`src/rtl/spi_sup_pkg.sv`:
```
package spi_sup_pkg;

    localparam int BUS_W  = 8;
    localparam int RATE_W = 3;

    typedef enum logic [1:0] {
        A_CFG  = 2'd0,
        A_STAT = 2'd1,
        A_DATA = 2'd2,
        A_SEL  = 2'd3
    } reg_addr_e;

    typedef struct packed {
        logic              irq_en;
        logic              port_en;
        logic              master;
        logic              cpol;
        logic              cpha;
        logic [RATE_W-1:0] rate;
    } cfg_t;

    typedef struct packed {
        logic done;
        logic wcol;
        logic modf;
    } flags_t;

    function automatic logic [BUS_W-1:0] status_byte(flags_t f);
        return {f.done, f.wcol, f.modf, {(BUS_W-3){1'b0}}};
    endfunction

    function automatic logic owns_bus(cfg_t c);
        return c.port_en & c.master;
    endfunction

endpackage

```
`src/rtl/spi_sup_regs.sv`:
```
module spi_sup_regs
    import spi_sup_pkg::*;
#(
    parameter int NUM_SEL = 8
) (
    input  logic               clk,
    input  logic               rst,
    input  logic               cfg_wr,
    input  logic               sel_wr,
    input  logic [BUS_W-1:0]   wdata,
    input  logic               sel_in_n,
    output cfg_t               cfg_q,
    output logic [NUM_SEL-1:0] pattern_q,
    output logic               modf_evt
);

    assign modf_evt = owns_bus(cfg_q) & ~sel_in_n;

    always_ff @(posedge clk) begin
        if (rst) begin
            cfg_q     <= '0;
            pattern_q <= '0;
        end else begin
            if (cfg_wr)
                cfg_q <= cfg_t'(wdata);
            if (modf_evt) begin
                cfg_q.master  <= 1'b0;
                cfg_q.port_en <= 1'b0;
            end
            if (sel_wr)
                pattern_q <= wdata[NUM_SEL-1:0];
        end
    end

    AST_MODF_DROPS_MASTER: assert property (@(posedge clk) disable iff (rst)
        modf_evt |=> (!cfg_q.master && !cfg_q.port_en));

endmodule

```
`src/rtl/spi_sup_flags.sv`:
```
module spi_sup_flags
    import spi_sup_pkg::*;
(
    input  logic   clk,
    input  logic   rst,
    input  logic   stat_rd,
    input  logic   data_acc,
    input  logic   cfg_wr,
    input  logic   done_evt,
    input  logic   wcol_evt,
    input  logic   modf_evt,
    output flags_t flags_q
);

    logic arm_done, arm_wcol, arm_modf;

    always_ff @(posedge clk) begin
        if (rst) begin
            flags_q  <= '0;
            arm_done <= 1'b0;
            arm_wcol <= 1'b0;
            arm_modf <= 1'b0;
        end else begin
            if (stat_rd) begin
                arm_done <= flags_q.done;
                arm_wcol <= flags_q.wcol;
                arm_modf <= flags_q.modf;
            end else begin
                if (data_acc) begin
                    arm_done <= 1'b0;
                    arm_wcol <= 1'b0;
                end
                if (cfg_wr)
                    arm_modf <= 1'b0;
            end
            flags_q.done <= done_evt | (flags_q.done & ~(data_acc & arm_done));
            flags_q.wcol <= wcol_evt | (flags_q.wcol & ~(data_acc & arm_wcol));
            flags_q.modf <= modf_evt | (flags_q.modf & ~(cfg_wr & arm_modf));
        end
    end

    AST_DONE_SETS: assert property (@(posedge clk) disable iff (rst)
        done_evt |=> flags_q.done);
    AST_DONE_HOLDS: assert property (@(posedge clk) disable iff (rst)
        (flags_q.done && !data_acc) |=> flags_q.done);
    AST_MODF_HOLDS: assert property (@(posedge clk) disable iff (rst)
        (flags_q.modf && !cfg_wr) |=> flags_q.modf);

endmodule

```
`src/rtl/spi_sup_launch.sv`:
```
module spi_sup_launch
    import spi_sup_pkg::*;
#(
    parameter int NUM_SEL = 8
) (
    input  logic               clk,
    input  logic               rst,
    input  logic               data_wr,
    input  logic [BUS_W-1:0]   wdata,
    input  logic               busy,
    input  logic               active,
    input  logic               abort,
    input  logic               done,
    input  logic [NUM_SEL-1:0] pattern,
    output logic               start_q,
    output logic [BUS_W-1:0]   txd_q,
    output logic [NUM_SEL-1:0] sel_q,
    output logic               wcol_evt
);

    logic busy_eff, load, launch_now;

    assign busy_eff   = busy | start_q;
    assign wcol_evt   = data_wr & busy_eff;
    assign load       = data_wr & ~busy_eff;
    assign launch_now = load & active & ~abort;

    always_ff @(posedge clk) begin
        if (rst) begin
            start_q <= 1'b0;
            txd_q   <= '0;
            sel_q   <= '1;
        end else begin
            start_q <= launch_now;
            if (load)
                txd_q <= wdata;
            if (launch_now)
                sel_q <= ~pattern;
            else if (done || abort || !active)
                sel_q <= '1;
        end
    end

    AST_START_ONE_CYCLE: assert property (@(posedge clk) disable iff (rst)
        start_q |=> !start_q);
    AST_NO_LAUNCH_BUSY: assert property (@(posedge clk) disable iff (rst)
        wcol_evt |=> (!start_q && $stable(txd_q)));
    AST_SEL_RELEASE: assert property (@(posedge clk) disable iff (rst)
        (done && !launch_now) |=> (sel_q == '1));

endmodule

```
`src/rtl/spi_supervisor.sv`:
```
module spi_supervisor
    import spi_sup_pkg::*;
#(
    parameter int NUM_SEL = 8
) (
    input  logic               clk,
    input  logic               rst,
    input  logic               bus_cs,
    input  logic               bus_rd,
    input  logic               bus_wr,
    input  logic [1:0]         bus_addr,
    input  logic [7:0]         bus_wdata,
    output logic [7:0]         bus_rdata,
    input  logic               sel_in_n,
    output logic [NUM_SEL-1:0] sel_out_n,
    output logic               sck_drive_en,
    output logic               mosi_drive_en,
    output logic               cfg_master,
    output logic               cfg_cpol,
    output logic               cfg_cpha,
    output logic [2:0]         cfg_rate,
    output logic               xfer_start,
    output logic [7:0]         xfer_txd,
    input  logic               xfer_busy,
    input  logic               xfer_done,
    input  logic [7:0]         xfer_rxd,
    output logic               irq
);

    reg_addr_e          addr;
    logic               wr_en, rd_en;
    logic               cfg_wr, sel_wr, data_wr, stat_rd, data_acc;
    cfg_t               cfg_q;
    logic [NUM_SEL-1:0] pattern_q;
    logic               modf_evt, wcol_evt;
    flags_t             flags_q;
    logic [BUS_W-1:0]   rx_q;
    logic [BUS_W-1:0]   pattern_rd;

    assign addr     = reg_addr_e'(bus_addr);
    assign wr_en    = bus_cs & bus_wr;
    assign rd_en    = bus_cs & bus_rd;
    assign cfg_wr   = wr_en && addr == A_CFG;
    assign sel_wr   = wr_en && addr == A_SEL;
    assign data_wr  = wr_en && addr == A_DATA;
    assign stat_rd  = rd_en && addr == A_STAT;
    assign data_acc = (wr_en | rd_en) && addr == A_DATA;

    spi_sup_regs #(.NUM_SEL(NUM_SEL)) regs_i (
        .clk(clk), .rst(rst), .cfg_wr(cfg_wr), .sel_wr(sel_wr),
        .wdata(bus_wdata), .sel_in_n(sel_in_n), .cfg_q(cfg_q),
        .pattern_q(pattern_q), .modf_evt(modf_evt)
    );

    spi_sup_flags flags_i (
        .clk(clk), .rst(rst), .stat_rd(stat_rd), .data_acc(data_acc),
        .cfg_wr(cfg_wr), .done_evt(xfer_done), .wcol_evt(wcol_evt),
        .modf_evt(modf_evt), .flags_q(flags_q)
    );

    spi_sup_launch #(.NUM_SEL(NUM_SEL)) launch_i (
        .clk(clk), .rst(rst), .data_wr(data_wr), .wdata(bus_wdata),
        .busy(xfer_busy), .active(owns_bus(cfg_q)), .abort(modf_evt),
        .done(xfer_done), .pattern(pattern_q), .start_q(xfer_start),
        .txd_q(xfer_txd), .sel_q(sel_out_n), .wcol_evt(wcol_evt)
    );

    always_ff @(posedge clk) begin
        if (rst)
            rx_q <= '0;
        else if (xfer_done)
            rx_q <= xfer_rxd;
    end

    always_comb begin
        pattern_rd                = '0;
        pattern_rd[NUM_SEL-1:0]   = pattern_q;
        bus_rdata                 = '0;
        if (rd_en) begin
            case (addr)
                A_CFG:   bus_rdata = cfg_q;
                A_STAT:  bus_rdata = status_byte(flags_q);
                A_DATA:  bus_rdata = rx_q;
                default: bus_rdata = pattern_rd;
            endcase
        end
    end

    assign sck_drive_en  = owns_bus(cfg_q);
    assign mosi_drive_en = owns_bus(cfg_q);
    assign cfg_master    = cfg_q.master;
    assign cfg_cpol      = cfg_q.cpol;
    assign cfg_cpha      = cfg_q.cpha;
    assign cfg_rate      = cfg_q.rate;
    assign irq           = cfg_q.irq_en & (flags_q.done | flags_q.modf);

    AST_IRQ_ON_FAULT: assert property (@(posedge clk) disable iff (rst)
        (modf_evt && cfg_q.irq_en && !cfg_wr) |=> irq);
    AST_SLAVE_NO_START: assert property (@(posedge clk) disable iff (rst)
        !cfg_q.master |=> !xfer_start);

endmodule

```
`config.mk`:
```
export PLATFORM = sky130hd
export DESIGN_NAME = spi_supervisor
export DESIGN_NICKNAME = d
export VERILOG_FILES = /design/src/rtl/spi_sup_pkg.sv /design/src/rtl/spi_sup_regs.sv /design/src/rtl/spi_sup_flags.sv /design/src/rtl/spi_sup_launch.sv /design/src/rtl/spi_supervisor.sv
export SDC_FILE = /design/constraint.sdc
export NUM_CORES = 1
export LEC_CHECK = 0
export BUFFER_PORTS_ARGS = -buffer_cell sky130_fd_sc_hd__buf_2
export CAP_MARGIN = 15
export CORE_UTILIZATION = 35
export CTS_CLUSTER_DIAMETER = 60
export DETAILED_ROUTE_END_ITERATION = 10
export GPL_TIMING_DRIVEN = 1
export PLACE_DENSITY = 0.69
export SLEW_MARGIN = 15
export SYNTH_ARGS = -nofsm -noshare
export SYNTH_HDL_FRONTEND = slang
export SYNTH_HIERARCHICAL = 1
export SYNTH_SLANG_ARGS = --single-unit
export TNS_END_PERCENT = 10
```
`constraint.sdc`:
```
create_clock -name clk -period 2.2 [get_ports clk]
set_input_delay 0.33 -clock clk [delete_from_list [all_inputs] [get_ports clk]]
set_output_delay 0.33 -clock clk [all_outputs]
set_load 0.02 [all_outputs]
```
# == Word level (Yosys, flattened, before mapping) ==
# Cells that the tools add are included.
# word_totals
regBits,47
output_inout_bits,34
elab_cells,70
input_bits,26
# op_classes
n_eq_ne,3
muxes,9
n_reduce_logical,13
bitwise_logic,28
# op_table
cell,n
two-way mux 8 bit,3
case mux 8 bit (3 select lines),1
bitwise AND 1 bit,15
NOT 8 bit,1
NOT 1 bit,6
bitwise OR 1 bit,6
nonzero test 2 bit,3
logical AND 1 bit,5
two-way mux 1 bit,5
"equality test 2 bit, second input constant",2
"equality test 2 x 1 -> 1 bit, second input constant",1
logical NOT 2 bit,1
logical OR 1 bit,2
OR reduction 2 bit,1
logical NOT 1 bit,1

# == Depth between registers and ports, before layout ==
# logic_depth
ltp_word,7
ltp_mapped,7
ltp_nobuf,5

# == Hierarchy ==
# The synthesis kept the hierarchy.
# modules_own_cells
mod,seq_area_each_um2,instances,cells_each,area_each_um2
spi_sup_launch,340.3,1,65,670.6
spi_supervisor,160.2,1,69,608.1
spi_sup_regs,320.3,1,53,580.6
spi_sup_flags,120.1,1,24,221.5

# == Least setup slack after synthesis ==
# OpenSTA, ideal clock, no wires.
# synth_path
path_type,input -> register
from,input bus_addr[1]
to,register launch_i.txd_q[0]
arrival_time_ps,1601
slack_ps,471
path_stages,7
required_time_ps,2073
path_buffers,3
setup_time_ps,127
cell_sequence,buf_2 buf_2 nor3b_1 nor3b_4 buf_8 mux2i_1 nor2_1
# synth_between
elab_chain_len,3
# synth_lines
item,line,rtl
start: declaration,spi_supervisor.sv:11,"input logic [1:0] bus_addr,"
equality test 2 bit,spi_supervisor.sv:45,assign data_wr = wr_en && addr == A_DATA;
logical AND 1 bit,spi_supervisor.sv:45,
via data_wr,spi_supervisor.sv:32,"logic cfg_wr, sel_wr, data_wr, stat_rd, data_acc;"
bitwise AND 1 bit,spi_sup_launch.sv:25,assign load = data_wr & ~busy_eff;
end signal: assignment,spi_sup_launch.sv:36,txd_q <= wdata;
end: declaration,spi_sup_launch.sv:16,"output logic [BUS_W-1:0] txd_q,"
# The timed path passes the listed nets, and every way through them passes these cells.
# A chain may end at the register's enable or synchronous reset.

# == Worst setup path in the final report ==
# layout_path
from,register regs_i.pattern_q[7]
to,output bus_rdata[7]
# layout_between
elab_chain_len,2
# layout_lines
item,line,rtl
start: declaration,spi_sup_regs.sv:13,"output logic [NUM_SEL-1:0] pattern_q,"
start signal: assignment,spi_sup_regs.sv:31,pattern_q <= wdata[NUM_SEL-1:0];
case mux 8 bit (3 select lines),spi_supervisor.sv:80,case (addr)
two-way mux 8 bit,spi_supervisor.sv:79,if (rd_en) begin
end: declaration,spi_supervisor.sv:13,"output logic [7:0] bus_rdata,"
# Every way passes these cells.

==> impl_metrics.ini <==
[sta]
finalCritPeriodShare_pct = 79.5
setup_violations = 0
slew_headroom_pct = 51.4
grt_setup_unrepaired = false
slew_violations = 0
fin_worst_skew_ns = 0.00744
period_needed_ns = 1.75
hold_ws_ns = 0.263
fin_setup_tns_ns = 0
max_freq_mhz = 572
tightest_slew_ns = 0.729
finalHoldViolCount = 0

[worst_setup_path]
reg2reg_from = regs_i/cfg_q[5]$_SDFFE_PP0P_
reg2reg_depth = 3
worst-endpoint-arrival_ns = 1.42
path_class = flop to output pin
path_cells = mux4_2 > and2_1 > buf_2
rrSetupSlack_ns = 0.81
max_stage_delay_ns = 0.46
critPathSlowestCell = mux4_2
cp.required_ns = 1.87
startpoint_type = flop
crit_path_end_kind = output pin
cp_max_fo = 3
r2r-end = launch_i/sel_q[4]$_SDFFE_PP1P_

[clock_network]
cts_resized = 0
cts.hold.buffers_added = 0
clk_pin_slew_ns = 0.09
h-tree-depth = 2
cts.sinks = 47
numCtsBuffers = 5
cts_tree = built
cts_root_buffer = clkbuf_8
worstSkewPairLatency_ns = 0.30
clock_path_buffers = 2
postCtsSetupBuffers = 0

[final_layout]
post-route-util_pct = 45.2
antenna_cells = 0
fill_cells = 581
regArea_um2 = 941
final_cells = 339
multi_input_area_um2 = 1020
fin_nets = 292
area_delta_synth_final_pct = 21.9
drive_gt1_share_pct = 31.5

[hold_path]
hold_depth = 3
hold_class = primary input to flop
min_from = xfer_rxd[3]
min_to = rx_q[3]$_SDFFE_PP0P_

[logic_synthesis]
netlist_area_um2 = 2080
netlist-cell-type-count = 29
syn_avg_cell_area_um2 = 9.86
synth_seq_cells = 47
syn_nets = 237
synth.yosys.warnings = 6
ys_seq_area_share_pct = 45.2
syn_inst = 211

[place]
dpl.hpwl_um = 3430
port_buffers = 59
gp_congestion = 0.795
dp.cells = 331

[run_status]
status = finished, final reports clean

[global_route]
track_usage_pct = 15.5
first_global_vias = 1585
overflow = 0
antenna_found_initial = 0
grt_pass1_wl_um = 7420
grt_max_degree = 40

[die]
core_area_um2 = 5610
row_count = 27
die_h_um = 79.1
initial_core_util_pct = 37.1
dieArea_um2 = 6260
boundaryPins = 60
die_w_um = 79.1

[drt]
routedWlPerCell_um = 13.7
drcViolationCount = 0
wirelength_um = 4640
ant_nets = 0
first_iter_violations = 66
drtPass1Iterations = 4
via_per_inst = 4.87
dr_total_vias = 1650

[power_and_ir_drop]
vdd_ir_drop_max_v = 0.000330
p_leak_uw = 0.00108
powerDensity_nw_per_um2 = 698

[job]
maxCapViolCount = 0
-- critical path: cells and delay by family, from the launching register on --
family | cells | cell delay, ns
multiplexers | 1 | 0.46
buffers and inverters | 1 | 0.15
flip-flops | 1 | 0.33
AND/OR/NAND/NOR | 1 | 0.17
-- cells in the final DEF (no fill, tap or decap) --
cell type	instances
and2_1	6
mux2i_1	37
nor4bb_1	1
nor2b_1	1
nor3_1	11
buf_2	59
mux4_2	3
o21ai_0	10
nor2_1	35
buf_4	4
and3b_1	2
clkbuf_1	1
dfxtp_1	47
or3b_1	3
nand2_1	5
o21a_1	2
and2_2	8
buf_12	1
clkbuf_8	5
nor3b_4	1
bufinv_16	2
a311oi_1	3
and2b_1	4
nor3b_1	1
o21ai_1	3
inv_1	3
a21oi_1	8
nor3b_2	1
-- kinds of logic (layout without fill, tap and decap cells) --
logic type             count (synthesis)  count (layout)  share of synthesized area, %
flip-flops                            47              47                          45.2
AO/OA/AOI/OAI                         26              26                          7.04
AND/OR/NAND/NOR                       79              79                          20.7
multiplexers                          40              40                          21.0
buffers and inverters                 19              75                          5.95
-- how the worst max path moves through the flow --
stage | startpoint | endpoint
4_1_cts | regs_i/pattern_q[7]$_SDFFE_PP0P_ | bus_rdata[7]
2_1_floorplan | bus_addr[1] | launch_i/txd_q[0]$_SDFFE_PP0P_
3_5_place_dp | bus_addr[0] | bus_rdata[7]
3_3_place_gp | bus_addr[0] | bus_rdata[7]
5_1_grt | regs_i/pattern_q[6]$_SDFFE_PP0P_ | bus_rdata[6]
6_report | regs_i/pattern_q[7]$_SDFFE_PP0P_ | bus_rdata[7]
-- area by class of cell --
cell class / instances / area share [%]
clock inverter: 2 / 2.37
tap: 72 / 3.55
timing repair buffer: 64 / 13.6
sequential: 47 / 37.1
multi-input combinational: 145 / 40.1
inverter: 3 / 0.444
clock buffer: 6 / 2.86
-- synth_stat cells (all sizes together) --
cell type  instances  area share, %
nor2b              1           0.30
nor3              11            2.6
and2              14            4.7
and2b              4            1.4
nand2              5           0.90
mux2i             37             18
o21ai             13            3.1
o21a               2           0.72
and3b              2           0.84
dfxtp             47             45
mux4               3            3.2
inv                3           0.54
or3b               3            1.3
nor2              35            6.3
buf               13            4.8
nor3b              3            1.9
a311oi             3            1.3
nor4bb             1           0.48
clkbuf             3           0.60
a21oi              8            1.9
-- metal layers --
layer,vias up,part of all wire (%),global-route usage [%]
li1,830,-,-
met1,771,46,18.1
met2,42,49,27.6
met3,7,4.2,3.56
met4,0,1.3,5.45
met5,-,0,0
-- metrics by stage --
| step | total power, µW | area (µm²) | setup slack, ns |
|---|---|---|---|
| finish | 1770 | 2540 | 0.451 |
| global route | 1840 | 2540 | 0.379 |
| CTS | 1800 | 2540 | 0.439 |
| detailed placement | 1050 | 2400 | 0.463 |
| global placement | 1040 | 2400 | 0.486 |
| floorplan | 994 | 2080 | 0.471 |
-- state kept, by name, indices dropped and copies added, names as in the netlist --
signal / flops
launch_i/sel_q: 8
launch_i/start_q: 1
flags_i/arm_wcol: 1
launch_i/txd_q: 8
flags_i/arm_done: 1
regs_i/cfg_q: 8
rx_q: 8
flags_i/arm_modf: 1
regs_i/pattern_q: 8
flags_i/flags_q: 3
-- power breakdown --
group	switching, µW	total [µW]	internal, µW	leakage [µW]
Sequential	12.5	881	869	0.000382
Combinational	81.2	144	62.6	0.000631
Clock	291	745	454	0.0000654
No activity file was read; power rests on OpenSTA's default activity.
